==> src/rtl/dbw_pkg.sv <==
package dbw_pkg;

    // Control register layout
    localparam int CTL_LD_BIT   = 0;
    localparam int CTL_ST_BIT   = 1;
    localparam int CTL_MASK_LSB = 8;

    typedef enum logic {
        SEL_BASE = 1'b0,
        SEL_CTL  = 1'b1
    } reg_sel_e;

    typedef struct packed {
        logic st;
        logic ld;
    } arm_t;

    function automatic int idx_width(input int n);
        return (n > 1) ? $clog2(n) : 1;
    endfunction

endpackage

==> src/rtl/dbw_regs.sv <==
module dbw_regs
    import dbw_pkg::*;
#(
    parameter int NUM_WP = 4,
    parameter int ADDR_W = 32,
    parameter int MASK_W = 6,
    parameter int IDX_W  = 2
) (
    input  logic              clk,
    input  logic              rst,
    input  logic              cfg_we,
    input  logic [IDX_W-1:0]  cfg_idx,
    input  logic              cfg_sel,
    input  logic [ADDR_W-1:0] cfg_wdata,
    output logic [ADDR_W-1:0] base_q  [NUM_WP],
    output logic [MASK_W-1:0] field_q [NUM_WP],
    output arm_t              arm_q   [NUM_WP]
);

    for (genvar g = 0; g < NUM_WP; g++) begin : g_slot
        logic sel_this;
        assign sel_this = cfg_we && (cfg_idx == IDX_W'(g));

        always_ff @(posedge clk) begin
            if (rst) begin
                base_q[g]  <= '0;
                field_q[g] <= '0;
                arm_q[g]   <= '0;
            end else if (sel_this) begin
                if (reg_sel_e'(cfg_sel) == SEL_BASE) begin
                    base_q[g] <= cfg_wdata;
                end else begin
                    field_q[g]  <= cfg_wdata[CTL_MASK_LSB +: MASK_W];
                    arm_q[g].ld <= cfg_wdata[CTL_LD_BIT];
                    arm_q[g].st <= cfg_wdata[CTL_ST_BIT];
                end
            end
        end
    end

endmodule

==> src/rtl/dbw_cmp.sv <==
module dbw_cmp
    import dbw_pkg::*;
#(
    parameter int ADDR_W = 32,
    parameter int MASK_W = 6
) (
    input  logic [ADDR_W-1:0] base,
    input  logic [MASK_W-1:0] field,
    input  arm_t              arm,
    input  logic [ADDR_W-1:0] acc_addr,
    input  logic              acc_store,
    output logic              hit
);

    localparam int HI_W = ADDR_W - MASK_W;

    logic [MASK_W-1:0] field_fix;
    logic [ADDR_W-1:0] eff_mask;
    logic              kind_ok;

    // Keep only the unbroken run of ones from the top of the field
    always_comb begin
        logic run;
        run = 1'b1;
        for (int i = MASK_W - 1; i >= 0; i--) begin
            run          = run & field[i];
            field_fix[i] = run;
        end
    end

    if (HI_W > 0) begin : g_pad
        assign eff_mask = {{HI_W{1'b1}}, field_fix};
    end else begin : g_nopad
        assign eff_mask = field_fix;
    end

    assign kind_ok = acc_store ? arm.st : arm.ld;
    assign hit     = kind_ok && (((acc_addr ^ base) & eff_mask) == '0);

endmodule

==> src/rtl/dbw_prio.sv <==
module dbw_prio #(
    parameter int NUM_WP = 4,
    parameter int IDX_W  = 2
) (
    input  logic [NUM_WP-1:0] req,
    output logic              any,
    output logic [IDX_W-1:0]  idx
);

    always_comb begin
        idx = '0;
        for (int i = NUM_WP - 1; i >= 0; i--) begin
            if (req[i]) idx = IDX_W'(i);
        end
    end

    assign any = |req;

endmodule

==> src/rtl/dbw_unit.sv <==
module dbw_unit
    import dbw_pkg::*;
#(
    parameter int NUM_WP = 4,
    parameter int ADDR_W = 32,
    parameter int MASK_W = 6,
    localparam int IDX_W = idx_width(NUM_WP)
) (
    input  logic              clk,
    input  logic              rst,
    input  logic              cfg_we,
    input  logic [IDX_W-1:0]  cfg_idx,
    input  logic              cfg_sel,
    input  logic [ADDR_W-1:0] cfg_wdata,
    input  logic              acc_valid,
    input  logic              acc_store,
    input  logic [ADDR_W-1:0] acc_addr,
    output logic              brk_hit,
    output logic [IDX_W-1:0]  brk_idx
);

    logic [ADDR_W-1:0] base_q  [NUM_WP];
    logic [MASK_W-1:0] field_q [NUM_WP];
    arm_t              arm_q   [NUM_WP];
    logic [NUM_WP-1:0] slot_hit;
    logic [NUM_WP-1:0] arm_ld_vec;
    logic [NUM_WP-1:0] arm_st_vec;
    logic              any_hit;
    logic [IDX_W-1:0]  win_idx;

    dbw_regs #(
        .NUM_WP(NUM_WP), .ADDR_W(ADDR_W), .MASK_W(MASK_W), .IDX_W(IDX_W)
    ) u_regs (
        .clk       (clk),
        .rst       (rst),
        .cfg_we    (cfg_we),
        .cfg_idx   (cfg_idx),
        .cfg_sel   (cfg_sel),
        .cfg_wdata (cfg_wdata),
        .base_q    (base_q),
        .field_q   (field_q),
        .arm_q     (arm_q)
    );

    for (genvar g = 0; g < NUM_WP; g++) begin : g_cmp
        dbw_cmp #(.ADDR_W(ADDR_W), .MASK_W(MASK_W)) u_cmp (
            .base      (base_q[g]),
            .field     (field_q[g]),
            .arm       (arm_q[g]),
            .acc_addr  (acc_addr),
            .acc_store (acc_store),
            .hit       (slot_hit[g])
        );
        assign arm_ld_vec[g] = arm_q[g].ld;
        assign arm_st_vec[g] = arm_q[g].st;
    end

    dbw_prio #(.NUM_WP(NUM_WP), .IDX_W(IDX_W)) u_prio (
        .req (slot_hit),
        .any (any_hit),
        .idx (win_idx)
    );

    always_ff @(posedge clk) begin
        if (rst) begin
            brk_hit <= 1'b0;
            brk_idx <= '0;
        end else begin
            brk_hit <= acc_valid && any_hit;
            brk_idx <= (acc_valid && any_hit) ? win_idx : '0;
        end
    end

endmodule

==> config.mk <==
export PLATFORM = sky130hd
export DESIGN_NAME = dbw_unit
export DESIGN_NICKNAME = d
export VERILOG_FILES = /design/src/rtl/dbw_pkg.sv /design/src/rtl/dbw_regs.sv /design/src/rtl/dbw_cmp.sv /design/src/rtl/dbw_prio.sv /design/src/rtl/dbw_unit.sv
export SDC_FILE = /design/constraint.sdc
export NUM_CORES = 1
export LEC_CHECK = 0
export ABC_AREA = 1
export BUFFER_PORTS_ARGS = -buffer_cell sky130_fd_sc_hd__clkbuf_2
export CORE_MARGIN = 3
export CORE_UTILIZATION = 30
export DETAILED_ROUTE_END_ITERATION = 12
export GPL_ROUTABILITY_DRIVEN = 0
export PLACE_DENSITY = 0.46
export SYNTH_ARGS = -nofsm -noshare
export SYNTH_HDL_FRONTEND = slang
export SYNTH_HIERARCHICAL = 1
export SYNTH_SLANG_ARGS = --single-unit
==> constraint.sdc <==
create_clock -name clk -period 4.07 [get_ports clk]
set_input_delay 0.407 -clock clk [delete_from_list [all_inputs] [get_ports clk]]
set_output_delay 0.407 -clock clk [all_outputs]
set_load 0.03 [all_outputs]
==> After elaboration in Yosys (flattened, before gate mapping) <==
Index checks and enable logic that the tools add are counted.
W data, S select, Z words.
{ "classes": {"n_eq_ne": 3, "muxes": 7, "bitwise_logic": 30, "reduce_logical": 25} }
{ "ops": {"columns": ["operator", "count"], "rows": [
  ["$and A32 B32 Y32", 4],
  ["$logic_not A32 Y1", 4],
  ["$xor A32 B32 Y32", 4],
  ["$and A1 B1 Y1", 20],
  ["$reduce_and A2 Y1", 8],
  ["$logic_and A1 B1 Y1", 9],
  ["$reduce_or A4 Y1", 2],
  ["$mux W1", 5],
  ["$eq A2 B2 Y1 const B", 2],
  ["$mux W2", 2],
  ["$reduce_or A3 Y1", 1],
  ["$eq A2 B1 Y1 const B", 1],
  ["$logic_not A2 Y1", 1],
  ["$not A1 Y1", 2]
]} }
{ "totals": {"ff_bits": 163, "in_bits": 72, "output_inout_bits": 3, "elab_cells": 84} }

==> Depth between registers and ports, before layout <==
{ "logic_depth": {"word_depth": 12, "depth_mapped": 13, "ltp_nobuf": 13} }

==> Cells and area by module <==
The synthesis kept the hierarchy.
{ "modules_own_cells": {"columns": ["module", "instances", "cells_each", "area_each_um2", "seq_area_each_um2"], "rows": [
  ["dbw_regs", 1, 974, 6498.7, 3203.1],
  ["dbw_cmp", 4, 133, 598.1, 0.0],
  ["dbw_unit", 1, 10, 92.6, 60.1],
  ["dbw_prio", 1, 9, 46.3, 0.0]
]} }

==> Least setup slack after synthesis <==
No wires, ideal clock.
{ "synth_timing": {"kind": "input to register", "from": "input acc_addr[5]", "to": "register brk_idx[0]", "setup_time_ns": 0.064, "t_arrival_ns": 1.314, "required_time_ns": 4.006, "setup_slack_ns": 2.692, "cell_stages": 10, "n_path_buf": 0, "path_cell_list": "or2_0 -> nand3_1 -> nand2_1 -> nor2_2 -> nand3_1 -> nor3_2 -> inv_1 -> nand4_1 -> nand3_2 -> nor2_1"} }
{ "synth_between": {"elab_chain_len": 8, "word_cells_on_any_way": 23, "cone_classes": "mux: 3; bitwise: 9; reduce/logical: 11"} }
{ "synth_rtl": {"columns": ["element", "line", "source"], "rows": [
  ["from (decl)", "dbw_unit.sv:17", "input logic [ADDR_W-1:0] acc_addr,"],
  ["$xor A32 B32 Y32", "dbw_cmp.sv:38", "assign hit = kind_ok && (((acc_addr ^ base) & eff_mask) == '0);"],
  ["$and A32 B32 Y32", "dbw_cmp.sv:38", null],
  ["$logic_not A32 Y1", "dbw_cmp.sv:38", null],
  ["$logic_and A1 B1 Y1", "dbw_cmp.sv:38", null],
  ["named net slot_hit[0]", "dbw_unit.sv:25", "logic [NUM_WP-1:0] slot_hit;"],
  ["$reduce_or A4 Y1", "dbw_prio.sv:17", "assign any = |req;"],
  ["named net any_hit", "dbw_unit.sv:28", "logic any_hit;"],
  ["$logic_and A1 B1 Y1", "dbw_unit.sv:70", "brk_idx <= (acc_valid && any_hit) ? win_idx : '0;"],
  ["$not A1 Y1 (no line)", null, null],
  ["$reduce_or A3 Y1 (no line)", null, null],
  ["to (signal assigned)", "dbw_unit.sv:70", null],
  ["to (decl)", "dbw_unit.sv:19", "output logic [IDX_W-1:0] brk_idx"]
]} }
The timed path passes the listed nets, and every way through them passes these cells.
A chain may end at the register's enable or synchronous reset.

==> Worst setup path after layout <==
{ "layout_timing": {"from": "input cfg_idx[0]", "to": "register u_regs/base_q[31] (netlist name)"} }
{ "layout_between": {"elab_chain_len": 3} }
{ "layout_rtl": {"columns": ["element", "line", "source"], "rows": [
  ["from (decl)", "dbw_unit.sv:12", "input logic [IDX_W-1:0] cfg_idx,"],
  ["$eq A2 B2 Y1", "dbw_regs.sv:22", "assign sel_this = cfg_we && (cfg_idx == IDX_W'(g));"],
  ["$logic_and A1 B1 Y1", "dbw_regs.sv:22", null],
  ["$reduce_and A2 Y1 (no line)", null, null],
  ["to (signal, indexed assignment)", "dbw_regs.sv:31", "base_q[g] <= cfg_wdata;"],
  ["to (decl)", "dbw_regs.sv:15", "output logic [ADDR_W-1:0] base_q [NUM_WP],"]
]} }
No other way between the ends.

==> impl_metrics.toml <==
[global_routing]
grt.total_usage = 0.158
grt_pass1_vias = 7812
grt_max_degree = 122
grt_pass1_wl_um = 41400
gr-total-overflow = 0
grt_antenna_before_repair = 0

[worst_setup_path]
critPathTopFamily = "simple AND/OR/NAND/NOR gates"
rr_startpoint = "u_regs/base_q[110]"
cp.buffers_inverters = 2
cp-start-kind = "primary input"
path_max_fanout = 38
critPathKind = "in2reg"
cp-end-kind = "register"
max_stage_delay_ps = 700
required_ps = 4400
cp_cell_sequence = "clkbuf_2 > nand3_1 > nor2_4 > buf_12 > nand2_1 > nand2_1 > nor2_1"
cpMaxStageDelayCell = "clkbuf_2"
cp-startpoint = "cfg_idx[0]"
reg2reg_slack_ps = 2210
arrival_ps = 2540
cpMostUsedCell = "nand2_1"

[route]
wl_per_cell_um = 12.7
route.vias.total = 8333
routed_wl_um = 24900
drc = 0
postRouteAntennaNets = 0
dr.pass1.iters = 5
drtIter0Drc = 484
drt-vias-per-instance = 4.25

[synth]
synth_cells = 1525
synth_edf_count = 0
syn_area_um2 = 9030
syn-num-nets = 1597
yosysTopAreaCell = "dfxtp_1"
ys_ff_latch = 163
synth.top_cells.by_area = "dfxtp_1 36%, nand2_1 20%, nor2_1 15%, inv_1 9.3%, xnor2_1 4.7%"
yosysTopAreaCellShare = 0.361
yosys_warnings = 6
ys_seq_area_frac = 0.361
async_flop_share = 0
yosys_most_used_dff = "dfxtp_1"
ys_types = 21
postSynthAreaPerCell_um2 = 5.92

[finish]
finalNetCount = 1637
layout_commonest_cell = "nand2_1"
stdcell_area_um2 = 10300
layout_common_cells = "484 x nand2_1, 367 x nor2_1, 224 x inv_1, 163 x dfxtp_1, 74 x clkbuf_2"
layout-drive-gt1-share = 0.0900
final_util = 0.352
diodes = 0
area_growth_pct = 13.8

[sta]
slew_headroom = 0.364
finalSetupViolations = 0
final_max_slew_viol_count = 0
skew_ps = 8.47
rsz0062_at_grt = "false"
final_hold_viol_count = 0
fmax_mhz = 452
final.min_clock_period_ps = 2210
tightest_slew_ps = 955
fin_crit_sh = 0.544
final.setup.tns_ps = 0

[power]
power-per-cell-area_nw_per_um2 = 362
vdd_drop_max_v = 0.000231
cellLeakagePower_nw = 5.02

[die]
die_height_um = 179
initial_core_util = 0.310
core_um2 = 29200
die_w_um = 179
die_area_um2 = 32200
rows = 62
pin_count = 75

[placed_design]
place_area_um2 = 9720
io_buffers = 74
dp_hpwl_um = 17400

[clocking]
cts_setup_buffers = 0
cts_buffer_depth = 2
cts-root-buf = "clkbuf_16"
postCtsHoldBufs = 0
cts_sinks = 163
insertion_delay_ps = 430
path_clk_slew_ps = 70
h-tree-depth = 4
cts_tree = "built"
cts_resized = 0
cts_made_buffers = 17

[run]
max_cap_viol_count = 0

[outcome]
status = "complete, no violations"

[hold_path]
hp-class = "in2reg"
min-delay-start = "cfg_wdata[21]"
## final cells by class
class                   count  area, um^2
well taps                 384         480
repair buffers             82         468
clock buffers              17         425
multi-input cells        1073        4650
fillers                  3312       18900
inverters                 228         858
flip-flops and latches    163        3260
clock inverters            14         131
## cells by family (layout without fill, tap and decap cells)
| group | after synthesis | count (layout) | synth area share |
|---|---|---|---|
| simple gates | 971 | 971 | 0.431 |
| flops | 163 | 163 | 0.361 |
| compound gates | 42 | 42 | 0.0241 |
| xor+xnor | 60 | 60 | 0.0582 |
| buf+inv | 289 | 341 | 0.125 |
## state kept, by name, summed over array words and instances, names as in the netlist
signal,count
brk_hit,1
brk_idx,2
u_regs/arm_q,8
u_regs/base_q,128
u_regs/field_q,24
## through the flow
step / power (mW) / setup slack, ps / hold WS, ps / std cells
after global placement: 2.19 / 1420 / 466 / 1930
final: 3.72 / 1860 / 215 / 1961
after global routing: 3.92 / 1630 / 207 / 1961
after CTS: 3.78 / 1860 / 197 / 1961
after floorplan: 2.03 / 2690 / 455 / 1525
after detailed placement: 2.19 / 1410 / 474 / 1930
## tightest hold or removal path, stage by stage
cell	delay, ps
clkbuf_2	90
nor2_1	40
nor2_1	80
## synth_stat cells (2+ instances only)
cell,n
o21ai_1,4
nor3_2,4
or2_0,4
nor2_1,369
dfxtp_1,163
inv_2,4
buf_2,33
xnor2_1,48
a21oi_2,2
nor2_2,14
nand4_1,34
nand2_1,484
xor2_1,12
buf_1,5
clkbuf_1,22
nand3_1,59
a21oi_1,36
nand3_2,2
inv_1,224
## per-layer routing
layer	vias to the layer above	global-route usage	share of wire
met3	31	0.0261	0.027
met2	95	0.254	0.45
met5	-	0	0
li1	4579	-	-
met1	3628	0.218	0.51
met4	0	0.0467	0.018
## worst paths after layout
path	depth (start not counted)	endpoint
setup / recovery	7	u_regs/base_q[31]
hold / removal	3	u_regs/base_q[117]
setup reg to reg	12	brk_idx[1]
hold reg to reg	2	u_regs/field_q[3]
## where the power goes
part           switching (mW)  total, mW  internal (mW)
clock                   0.726       1.57          0.846
combinational           0.300      0.462          0.162
sequential             0.0353       1.69           1.65
total                    1.06       3.72           2.66
Power figures use the tool's default switching activity.
